**src/rtl/ic_pkg.sv**
```systemverilog
package ic_pkg;
    localparam int NUM_SRC   = 64;
    localparam int WORD_W    = 32;
    localparam int NUM_WORDS = 2;
    localparam int SRC_IDX_W = $clog2(NUM_SRC);
    localparam int BIT_IDX_W = $clog2(WORD_W);
    localparam int ADDR_W    = 3;
    localparam int VEC_LSB   = WORD_W - SRC_IDX_W;

    // word index 0 is the high word, 1 the low word
    localparam int WORD_HI = 0;
    localparam int WORD_LO = 1;

    typedef enum logic [ADDR_W-1:0] {
        REG_MASK_HI = 3'd0,
        REG_MASK_LO = 3'd1,
        REG_PEND_HI = 3'd2,
        REG_PEND_LO = 3'd3,
        REG_VEC     = 3'd4
    } reg_sel_e;

    typedef struct packed {
        logic                 word;
        logic [BIT_IDX_W-1:0] bitpos;
    } src_loc_t;

    typedef logic [NUM_WORDS-1:0][WORD_W-1:0] word_pair_t;

    // fixed placement of a source number on a word and bit
    function automatic src_loc_t src_locate(input logic [SRC_IDX_W-1:0] n);
        src_loc_t             loc;
        logic [BIT_IDX_W-1:0] low5;
        low5 = n[BIT_IDX_W-1:0];
        loc.word = ~n[4];
        case (n[5:4])
            2'd0:    loc.bitpos = (low5 == 5'd0) ? 5'd0 : 5'd16 - low5;
            2'd1: begin
                if (low5 < 5'd19)
                    loc.bitpos = 5'd18 - low5;
                else if (low5 == 5'd31)
                    loc.bitpos = 5'd0;
                else
                    loc.bitpos = 5'd1 - low5;   // 33 - n modulo 32
            end
            2'd2:    loc.bitpos = 5'd31 - low5;
            default: loc.bitpos = low5;
        endcase
        return loc;
    endfunction
endpackage

```
**src/rtl/ic_map_decode.sv**
```systemverilog
module ic_map_decode
    import ic_pkg::*;
(
    input  logic [NUM_SRC-1:0] evt,
    output word_pair_t         set_bits
);
    always_comb begin
        set_bits = '0;
        for (int n = 0; n < NUM_SRC; n++) begin
            src_loc_t loc;
            loc = src_locate(SRC_IDX_W'(n));
            if (evt[n])
                set_bits[loc.word][loc.bitpos] = 1'b1;
        end
    end
endmodule

```
**src/rtl/ic_word_bank.sv**
```systemverilog
module ic_word_bank #(
    parameter int W = 32
) (
    input  logic         clk,
    input  logic         rst,
    input  logic         mask_we,
    input  logic         pend_we,
    input  logic [W-1:0] wdata,
    input  logic [W-1:0] set_bits,
    output logic [W-1:0] mask_q,
    output logic [W-1:0] pend_q
);
    logic [W-1:0] clr_bits;
    assign clr_bits = pend_we ? wdata : '0;

    always_ff @(posedge clk) begin
        if (rst) begin
            mask_q <= '0;
            pend_q <= '0;
        end else begin
            if (mask_we)
                mask_q <= wdata;
            pend_q <= (pend_q & ~clr_bits) | set_bits;
        end
    end

    AST_MASK_LOAD: assert property (@(posedge clk) disable iff (rst)
        mask_we |=> (mask_q == $past(wdata)));
    AST_MASK_HOLD: assert property (@(posedge clk) disable iff (rst)
        !mask_we |=> $stable(mask_q));
    AST_CLEAR_TAKES: assert property (@(posedge clk) disable iff (rst)
        pend_we |=> ((pend_q & $past(wdata & ~set_bits)) == '0));
    AST_ZERO_KEEPS: assert property (@(posedge clk) disable iff (rst)
        pend_we |=> ((pend_q & $past(pend_q & ~wdata)) == $past(pend_q & ~wdata)));
    AST_EVENT_WINS: assert property (@(posedge clk) disable iff (rst)
        (|set_bits) |=> ((pend_q & $past(set_bits)) == $past(set_bits)));
endmodule

```
**src/rtl/ic_vec_encode.sv**
```systemverilog
module ic_vec_encode
    import ic_pkg::*;
(
    input  word_pair_t           pend,
    input  word_pair_t           mask,
    output logic [SRC_IDX_W-1:0] vec_num,
    output logic                 any_active
);
    word_pair_t active;

    always_comb begin
        active     = pend & mask;
        any_active = |active;
        vec_num    = '0;
        // walk downward so the lowest-numbered active source is kept
        for (int n = NUM_SRC - 1; n >= 1; n--) begin
            src_loc_t loc;
            loc = src_locate(SRC_IDX_W'(n));
            if (active[loc.word][loc.bitpos])
                vec_num = SRC_IDX_W'(n);
        end
    end
endmodule

```
**src/rtl/ic64_ctrl.sv**
```systemverilog
module ic64_ctrl
    import ic_pkg::*;
(
    input  logic                 clk,
    input  logic                 rst,
    input  logic [NUM_SRC-1:0]   src_evt,
    input  logic                 bus_we,
    input  logic [ADDR_W-1:0]    bus_addr,
    input  logic [WORD_W-1:0]    bus_wdata,
    output logic [WORD_W-1:0]    bus_rdata,
    output logic                 cpu_irq
);
    word_pair_t           set_bits;
    word_pair_t           mask_q;
    word_pair_t           pend_q;
    logic [SRC_IDX_W-1:0] vec_num;
    logic                 any_active;

    ic_map_decode u_map (
        .evt      (src_evt),
        .set_bits (set_bits)
    );

    for (genvar w = 0; w < NUM_WORDS; w++) begin : g_word
        localparam logic [ADDR_W-1:0] MASK_ADDR = (w == WORD_HI) ? REG_MASK_HI : REG_MASK_LO;
        localparam logic [ADDR_W-1:0] PEND_ADDR = (w == WORD_HI) ? REG_PEND_HI : REG_PEND_LO;
        ic_word_bank #(.W(WORD_W)) u_bank (
            .clk      (clk),
            .rst      (rst),
            .mask_we  (bus_we && (bus_addr == MASK_ADDR)),
            .pend_we  (bus_we && (bus_addr == PEND_ADDR)),
            .wdata    (bus_wdata),
            .set_bits (set_bits[w]),
            .mask_q   (mask_q[w]),
            .pend_q   (pend_q[w])
        );
    end

    ic_vec_encode u_enc (
        .pend       (pend_q),
        .mask       (mask_q),
        .vec_num    (vec_num),
        .any_active (any_active)
    );

    assign cpu_irq = any_active;

    always_comb begin
        case (bus_addr)
            REG_MASK_HI: bus_rdata = mask_q[WORD_HI];
            REG_MASK_LO: bus_rdata = mask_q[WORD_LO];
            REG_PEND_HI: bus_rdata = pend_q[WORD_HI];
            REG_PEND_LO: bus_rdata = pend_q[WORD_LO];
            REG_VEC:     bus_rdata = {vec_num, {VEC_LSB{1'b0}}};
            default:     bus_rdata = '0;
        endcase
    end

    AST_HI15_IDLE: assert property (@(posedge clk) disable iff (rst)
        !pend_q[WORD_HI][15]);
    AST_VEC_NEEDS_IRQ: assert property (@(posedge clk) disable iff (rst)
        ((bus_addr == REG_VEC) && (bus_rdata != '0)) |-> cpu_irq);
    AST_VEC_LOW_CLEAR: assert property (@(posedge clk) disable iff (rst)
        (bus_addr == REG_VEC) |-> (bus_rdata[VEC_LSB-1:0] == '0));
endmodule

```
**config.mk**
```make
export PLATFORM = sky130hd
export DESIGN_NAME = ic64_ctrl
export DESIGN_NICKNAME = d
export VERILOG_FILES = /design/src/rtl/ic_pkg.sv /design/src/rtl/ic_map_decode.sv /design/src/rtl/ic_word_bank.sv /design/src/rtl/ic_vec_encode.sv /design/src/rtl/ic64_ctrl.sv
export SDC_FILE = /design/constraint.sdc
export NUM_CORES = 1
export LEC_CHECK = 0
export BUFFER_PORTS_ARGS = -buffer_cell sky130_fd_sc_hd__buf_2
export CORE_ASPECT_RATIO = 2
export CORE_MARGIN = 3
export CORE_UTILIZATION = 50
export CTS_BUF_LIST = sky130_fd_sc_hd__clkbuf_4 sky130_fd_sc_hd__clkbuf_8 sky130_fd_sc_hd__clkbuf_16
export DETAILED_ROUTE_END_ITERATION = 8
export PLACE_DENSITY = 0.8
export REMOVE_ABC_BUFFERS = 1
export SLEW_MARGIN = 25
export SYNTH_ARGS = -nofsm -noshare
export SYNTH_HDL_FRONTEND = slang
export SYNTH_SLANG_ARGS = --single-unit
```
**constraint.sdc**
```tcl
create_clock -name clk -period 2 [get_ports clk]
set_input_delay 0.4 -clock clk [delete_from_list [all_inputs] [get_ports clk]]
set_output_delay 0.4 -clock clk [all_outputs]
set_load 0.05 [all_outputs]
```
==> run_results.csv, run 1 <==
group,metric,value,unit
clocking,cts_tree,"done",
power_and_ir_drop,p_per_area,772,nW/um^2
setup_path,rr_endpoint,"g_word[1].u_bank.pend_q[17]",
power_and_ir_drop,peakVddDrop,719,uV
grt,grt_usage,0.379,
setup_path,worstReg2RegStart,"g_word[1].u_bank.pend_q[17]",
grt,grt_pass1_vias,8340,
logic_synthesis,ys.flop_type,"dfxtp_1",
setup_path,max_stage_delay,0.33,ns
placed_design,hpwl,18100,um
setup_path,cp-end-kind,"output pin",
floorplan,dieWidth,84.7,um
logic_synthesis,async_flop_share,0,
setup_path,crit_start,"g_word[1].u_bank.mask_q[30]",
sta,finalSetupViolCount,7,
setup_path,path_buf_inv,1,
final_layout,area_delta_synth_final,61.4,%
clocking,cts-root-buf,"clkbuf_16",
setup_path,critPathRequiredTime,1.60,ns
sta,slew_violations,0,
logic_synthesis,netlist_area,6190,um^2
logic_synthesis,synth_cells,841,
route,routed_wl,28900,um
final_layout,layout_commonest_cell,"nand2_1",
sta,fin_crit_sh,1.39,
sta,final_hold_viol_count,0,
route,wire_per_inst,21.9,um
route,first_iter_violations,948,
sta,fin_worst_skew,0,ns
route,drc,0,
floorplan,row_count,56,
route,ant_nets,0,
route,firstDrtPassIters,6,
run_status,violations,"negative setup slack",
floorplan,die-area,13800,um^2
logic_synthesis,ys_seq_area_frac,0.414,
power_and_ir_drop,p_leak,4.38,nW
sta,tightest_slew,0.535,ns
final_layout,layout-drive-gt1-share,0.403,
setup_path,ff2ff_path_depth,4,
hold_path,min_to,"g_word[0].u_bank.pend_q[21]",
logic_synthesis,yosys_warnings,0,
grt,overflow,0,
clocking,cts_buffers,17,
setup_path,crit_chain,"a22oi_1 > nor2b_4 > nand3_1 > nor3_2 > a21oi_2 > o31ai_2 > buf_6",
grt,grt_pass1_wl,41000,um
sta,rsz0062_at_grt,"yes",
setup_path,worstPathArrival,2.37,ns
final_layout,nets,1262,
clocking,clk_pin_slew,0.06,ns
placed_design,post-place-ws,-0.335,ns
hold_path,worstHoldStart,"src_evt[53]",
setup_path,critical-path-top-delay-family,"simple AND/OR/NAND/NOR gates",
logic_synthesis,avgSynthCellArea,7.37,um^2
sta,setup_slack,-0.772,ns
logic_synthesis,synth.ff_latch_count,128,
clocking,cts.htree.levels,4,
floorplan,core_area,11900,um^2
setup_path,crit_type,"reg -> out",
setup_path,slowest_stage,"dfxtp_1",
route,viasPerCell,6.35,
final_layout,layout_common_cells,"nand2_1 (265), buf_4 (189), a21oi_1 (132)",
hold_path,hp-class,"in -> reg",
sta,hold_ws,0.183,ns
grt,antenna_found_initial,0,
clocking,clock_latency,0.42,ns
logic_synthesis,synth_edf_count,0,
floorplan,start_util,0.520,
sta,slew_headroom,0.643,
placed_design,portBuffers,134,
final_layout,antenna_cells,0,
placed_design,gp_congestion,1.00,
sta,max_freq,0.361,GHz
setup_path,start_kind,"flip-flop",
run_status,status,"complete, but fails checks",
final_layout,utilization,0.839,
logic_synthesis,synthDistinctLibCells,50,
grt,grt_max_degree,51,
clocking,clock-sinks,128,
floorplan,io_pins,135,
route,vias,8368,
setup_path,path_max_fanout,2,
sta,min_period,2.77,ns
clocking,clock_path_buffers,2,
flow_run,cap_violations,0,
hold_path,hold_depth,3,
setup_path,reg2reg_setup_slack,1.12,ns
final_layout,nFillCells,655,
floorplan,die_height,163,um
[stage by stage]
step / cell area [um^2] / TNS, ns / total power (W) / std cells
floorplan: 5980 / -73.56 / 0.00326 / 792
CTS: 9640 / -3.50 / 0.00754 / 1313
finish: 10000 / -4.70 / 0.00772 / 1318
global placement: 8490 / -11.02 / 0.00385 / 1271
detailed placement: 8490 / -13.30 / 0.00387 / 1271
global route: 10000 / -5.29 / 0.00789 / 1318
[routing by layer]
layer | global-route usage | vias up | wire length, um | share of wire
met1 | 0.370 | 3836 | 8840 | 0.31
met4 | 0.337 | 0 | 2940 | 0.10
met5 | 0 | - | 0 | 0
li1 | - | 3622 | - | -
met3 | 0.0606 | 259 | 2360 | 0.082
met2 | 0.672 | 651 | 14700 | 0.51
[power breakdown]
part | total [W] | switching (W) | internal (W)
Sequential | 0.00276 | 0.0000901 | 0.00267
Combinational | 0.00132 | 0.000745 | 0.000580
Clock | 0.00363 | 0.00122 | 0.00241
Total | 0.00772 | 0.00205 | 0.00566
[synthesized netlist by cell type, drive strengths merged, types with 3 or more instances]
library cell,instances,area share
a21oi,137,0.11
nand3,8,0.0065
buf,24,0.019
a32oi,6,0.0085
o21ai,8,0.0065
a31oi,3,0.0030
nor2b,3,0.0034
inv,4,0.0024
and2,6,0.0061
a22o,17,0.024
nand2,267,0.16
a221oi,3,0.0042
a32o,6,0.0097
dfxtp,128,0.41
a22oi,68,0.082
o2111ai,7,0.0099
nor3b,4,0.0073
clkbuf,25,0.015
a211oi,4,0.0048
nor2,74,0.045
nand4,4,0.0040
or3,3,0.0038
[what timing repair did]
action | CTS | global route
hold buffers | 0 | 0
cloned | 1 | 1
resized for setup | 106 | 81
pin swaps | 31 | 34
setup buffers | 9 | 4
endpoints found under the setup margin | 33 | 33
[flip-flops by register name, indices dropped and copies added (netlist names)]
register / cells
g_word.u_bank.mask_q: 64
g_word.u_bank.pend_q: 64
[cell families (layout without fill, tap and decap cells)]
kind of cell,count (synthesis),in the layout,share of synthesized area
compound gates,276,276,0.288
buf+inv,53,385,0.0370
flops,128,128,0.414
mux,2,2,0.00727
simple gates,382,382,0.254
[layout make-up]
cell class,count,area (um^2),area share
multi-input combinational,660,3760,0.377
clock inverter,12,230,0.0230
clock buffer,20,454,0.0454
tap,145,181,0.0181
sequential,128,2580,0.258
timing repair buffer,349,2770,0.277
inverter,4,15.0,0.00150
[worst register-to-register path: stages (launching register included)]
cell and delay (ns):
dfxtp_1 0.32, buf_4 0.14, buf_4 0.13, a21oi_1 0.13
nor2_1 0.05
[worst max path at each step]
stage | end | cells after the start
final | bus_rdata[30] | 7
after global routing | bus_rdata[30] | 7
after CTS | cpu_irq | 7
after detailed placement | bus_rdata[31] | 5
after global placement | bus_rdata[31] | 6
after floorplan | bus_rdata[30] | 6
Note: power is estimated with default switching activity, not from simulation.
==> inputs of run 2 (changes only) <==
==> constraint.sdc (replaced) <==
create_clock -name clk -period 2.9 [get_ports clk]
set_input_delay 0.58 -clock clk [delete_from_list [all_inputs] [get_ports clk]]
set_output_delay 0.58 -clock clk [all_outputs]
set_load 0.05 [all_outputs]
==> run 2 against run 1 <==
  * The run now ends clean
  * Sequential power decreased by 29%
  * Clock skew is the same
  * Hold slack improved by 0.18 ns
==> run_results.csv, run 2 (same netlist as run 1, synthesis figures left out) <==
group,metric,value,unit
route,routed_wl,21100,um
power_and_ir_drop,seq_power_share,0.412,
flow_run,cap_violations,0,
power_and_ir_drop,p_int,0.00346,W
power_and_ir_drop,p_leak,3.21,nW
route,ant_nets,0,
power_and_ir_drop,p_clk_frac,0.468,
sta,hold_ws,0.364,ns
final_layout,largestRegisters,"g_word.u_bank.mask_q x64, g_word.u_bank.pend_q x64",
setup_path,critPathRequiredTime,2.32,ns
clocking,clock_path_buffers,2,
final_layout,utilization,0.654,
clocking,cts_buffers,17,
sta,rsz0062_at_grt,"yes",
route,vias,6911,
sta,slew_headroom,0.526,
setup_path,worstPathArrival,2.26,ns
floorplan,dieWidth,84.7,um
floorplan,io_pins,135,
final_layout,area_delta_synth_final,25.7,%
power_and_ir_drop,switching_power,0.00126,W
placed_design,hpwl,15400,um
floorplan,core_area,11900,um^2
clocking,cts_setup_buffers,0,
final_layout,layout.cells.non_filler,1131,
clocking,cts.htree.levels,4,
route,wire_per_inst,18.7,um
final_layout,layout-drive-gt1-share,0.217,
final_layout,regArea,2560,um^2
final_layout,layout_common_cells,"nand2_1 (267), a21oi_1 (136), dfxtp_1 (128), buf_2 (128), nor2_1 (74)",
sta,min_period,2.84,ns
floorplan,die-area,13800,um^2
placed_design,gp_congestion,1.04,
setup_path,cp-end-kind,"output pin",
route,first_iter_violations,582,
grt,grt_max_degree,56,
sta,finalSetupViolCount,0,
sta,fin_crit_sh,0.981,
sta,final_hold_viol_count,0,
grt,grt_pass1_vias,6948,
power_and_ir_drop,swShare,0.268,
sta,setup_slack,0.0561,ns
route,viasPerCell,6.11,
power_and_ir_drop,peakVddDrop,435,uV
placed_design,portBuffers,134,
sta,slew_violations,0,
placed_design,dp_cells,1098,
grt,grt_usage,0.302,
route,drc,0,
final_layout,layout_commonest_cell,"nand2_1",
hold_path,hp-class,"in -> reg",
sta,fin_worst_skew,0,ns
setup_path,crit_type,"reg -> out",
clocking,postCtsHoldBufs,0,
floorplan,die_height,163,um
route,firstDrtPassIters,6,
clocking,clk_pin_slew,0.06,ns
grt,grt_pass1_wl,33200,um
clocking,clock_latency,0.41,ns
run_status,status,"finished, final reports clean",
power_and_ir_drop,p_per_area,607,nW/um^2
final_layout,nets,1074,
placed_design,post-place-ws,0.188,ns
final_layout,nFillCells,1095,
final_layout,multi_input_area,3490,um^2
sta,tightest_slew,0.711,ns
clocking,cts_tree,"done",
floorplan,start_util,0.520,
clocking,cts-root-buf,"clkbuf_16",
setup_path,start_kind,"flip-flop",
setup_path,path_max_fanout,4,
final_layout,fin_area,7780,um^2
grt,overflow,0,
grt,antenna_found_initial,1,
sta,max_freq,0.352,GHz
placed_design,dpl_cell_area,7080,um^2
power_and_ir_drop,combPwrFrac,0.119,
clocking,clock-sinks,128,
floorplan,row_count,56,
==> run 2: stage by stage <==
stage / power, W / TNS [ns]
finish: 0.00473 / 0
global route: 0.00488 / -0.00283
CTS: 0.00472 / 0
detailed placement: 0.00252 / 0
global placement: 0.00251 / 0
floorplan: 0.00225 / -0.214
==> run 2: per-layer routing <==
layer	part of all wire	global-route usage	vias to the layer above	routed length, um
met5	0	0	-	0
met3	0.069	0.0419	124	1450
met4	0.067	0.205	0	1420
met2	0.53	0.561	385	11300
met1	0.33	0.304	3150	7000
li1	-	-	3252	-
==> run 2: critical path, cell delays in order (launching register included) <==
cell and delay [ns]:
dfxtp_1 0.36, a22o_1 0.30, nor2b_2 0.16, nand3_1 0.11, nor3_2 0.25, a21oi_1 0.10
o31ai_1 0.30, buf_4 0.26
==> run 2: cell type report <==
type,count,share of cell area
Antenna cell,1,0.000321
Clock buffer,20,0.0591
Clock inverter,12,0.0203
Inverter,4,0.00193
Multi-Input combinational cell,660,0.448
Sequential cell,128,0.329
Tap cell,145,0.0233
Timing Repair Buffer,161,0.118
==> run 2: power groups by stage <==
stage / Clock, W / Combinational, W / Sequential (W)
6_report: 0.00221 / 0.000564 / 0.00195
5_1_grt: 0.00231 / 0.000613 / 0.00196
4_1_cts: 0.00223 / 0.000545 / 0.00194
3_5_place_dp: 0 / 0.000539 / 0.00198
3_3_place_gp: 0 / 0.000534 / 0.00197
2_1_floorplan: 0 / 0.000307 / 0.00194
==> run 2: final timing paths <==
path / startpoint / end / slack, ns / depth (start not counted)
setup reg to reg: g_word[0].u_bank.pend_q[0] / g_word[0].u_bank.pend_q[0] / 2.12 / 2
hold reg to reg: g_word[1].u_bank.mask_q[10] / g_word[1].u_bank.mask_q[10] / 0.47 / 2
setup / recovery: g_word[1].u_bank.pend_q[26] / bus_rdata[30] / 0.06 / 7
hold / removal: src_evt[22] / g_word[0].u_bank.pend_q[11] / 0.36 / 3
==> run 2: timing repair <==
action / CTS / global route
endpoints found under the setup margin: 3 / 7
resized for setup: 5 / 19
pin swaps: 1 / 1
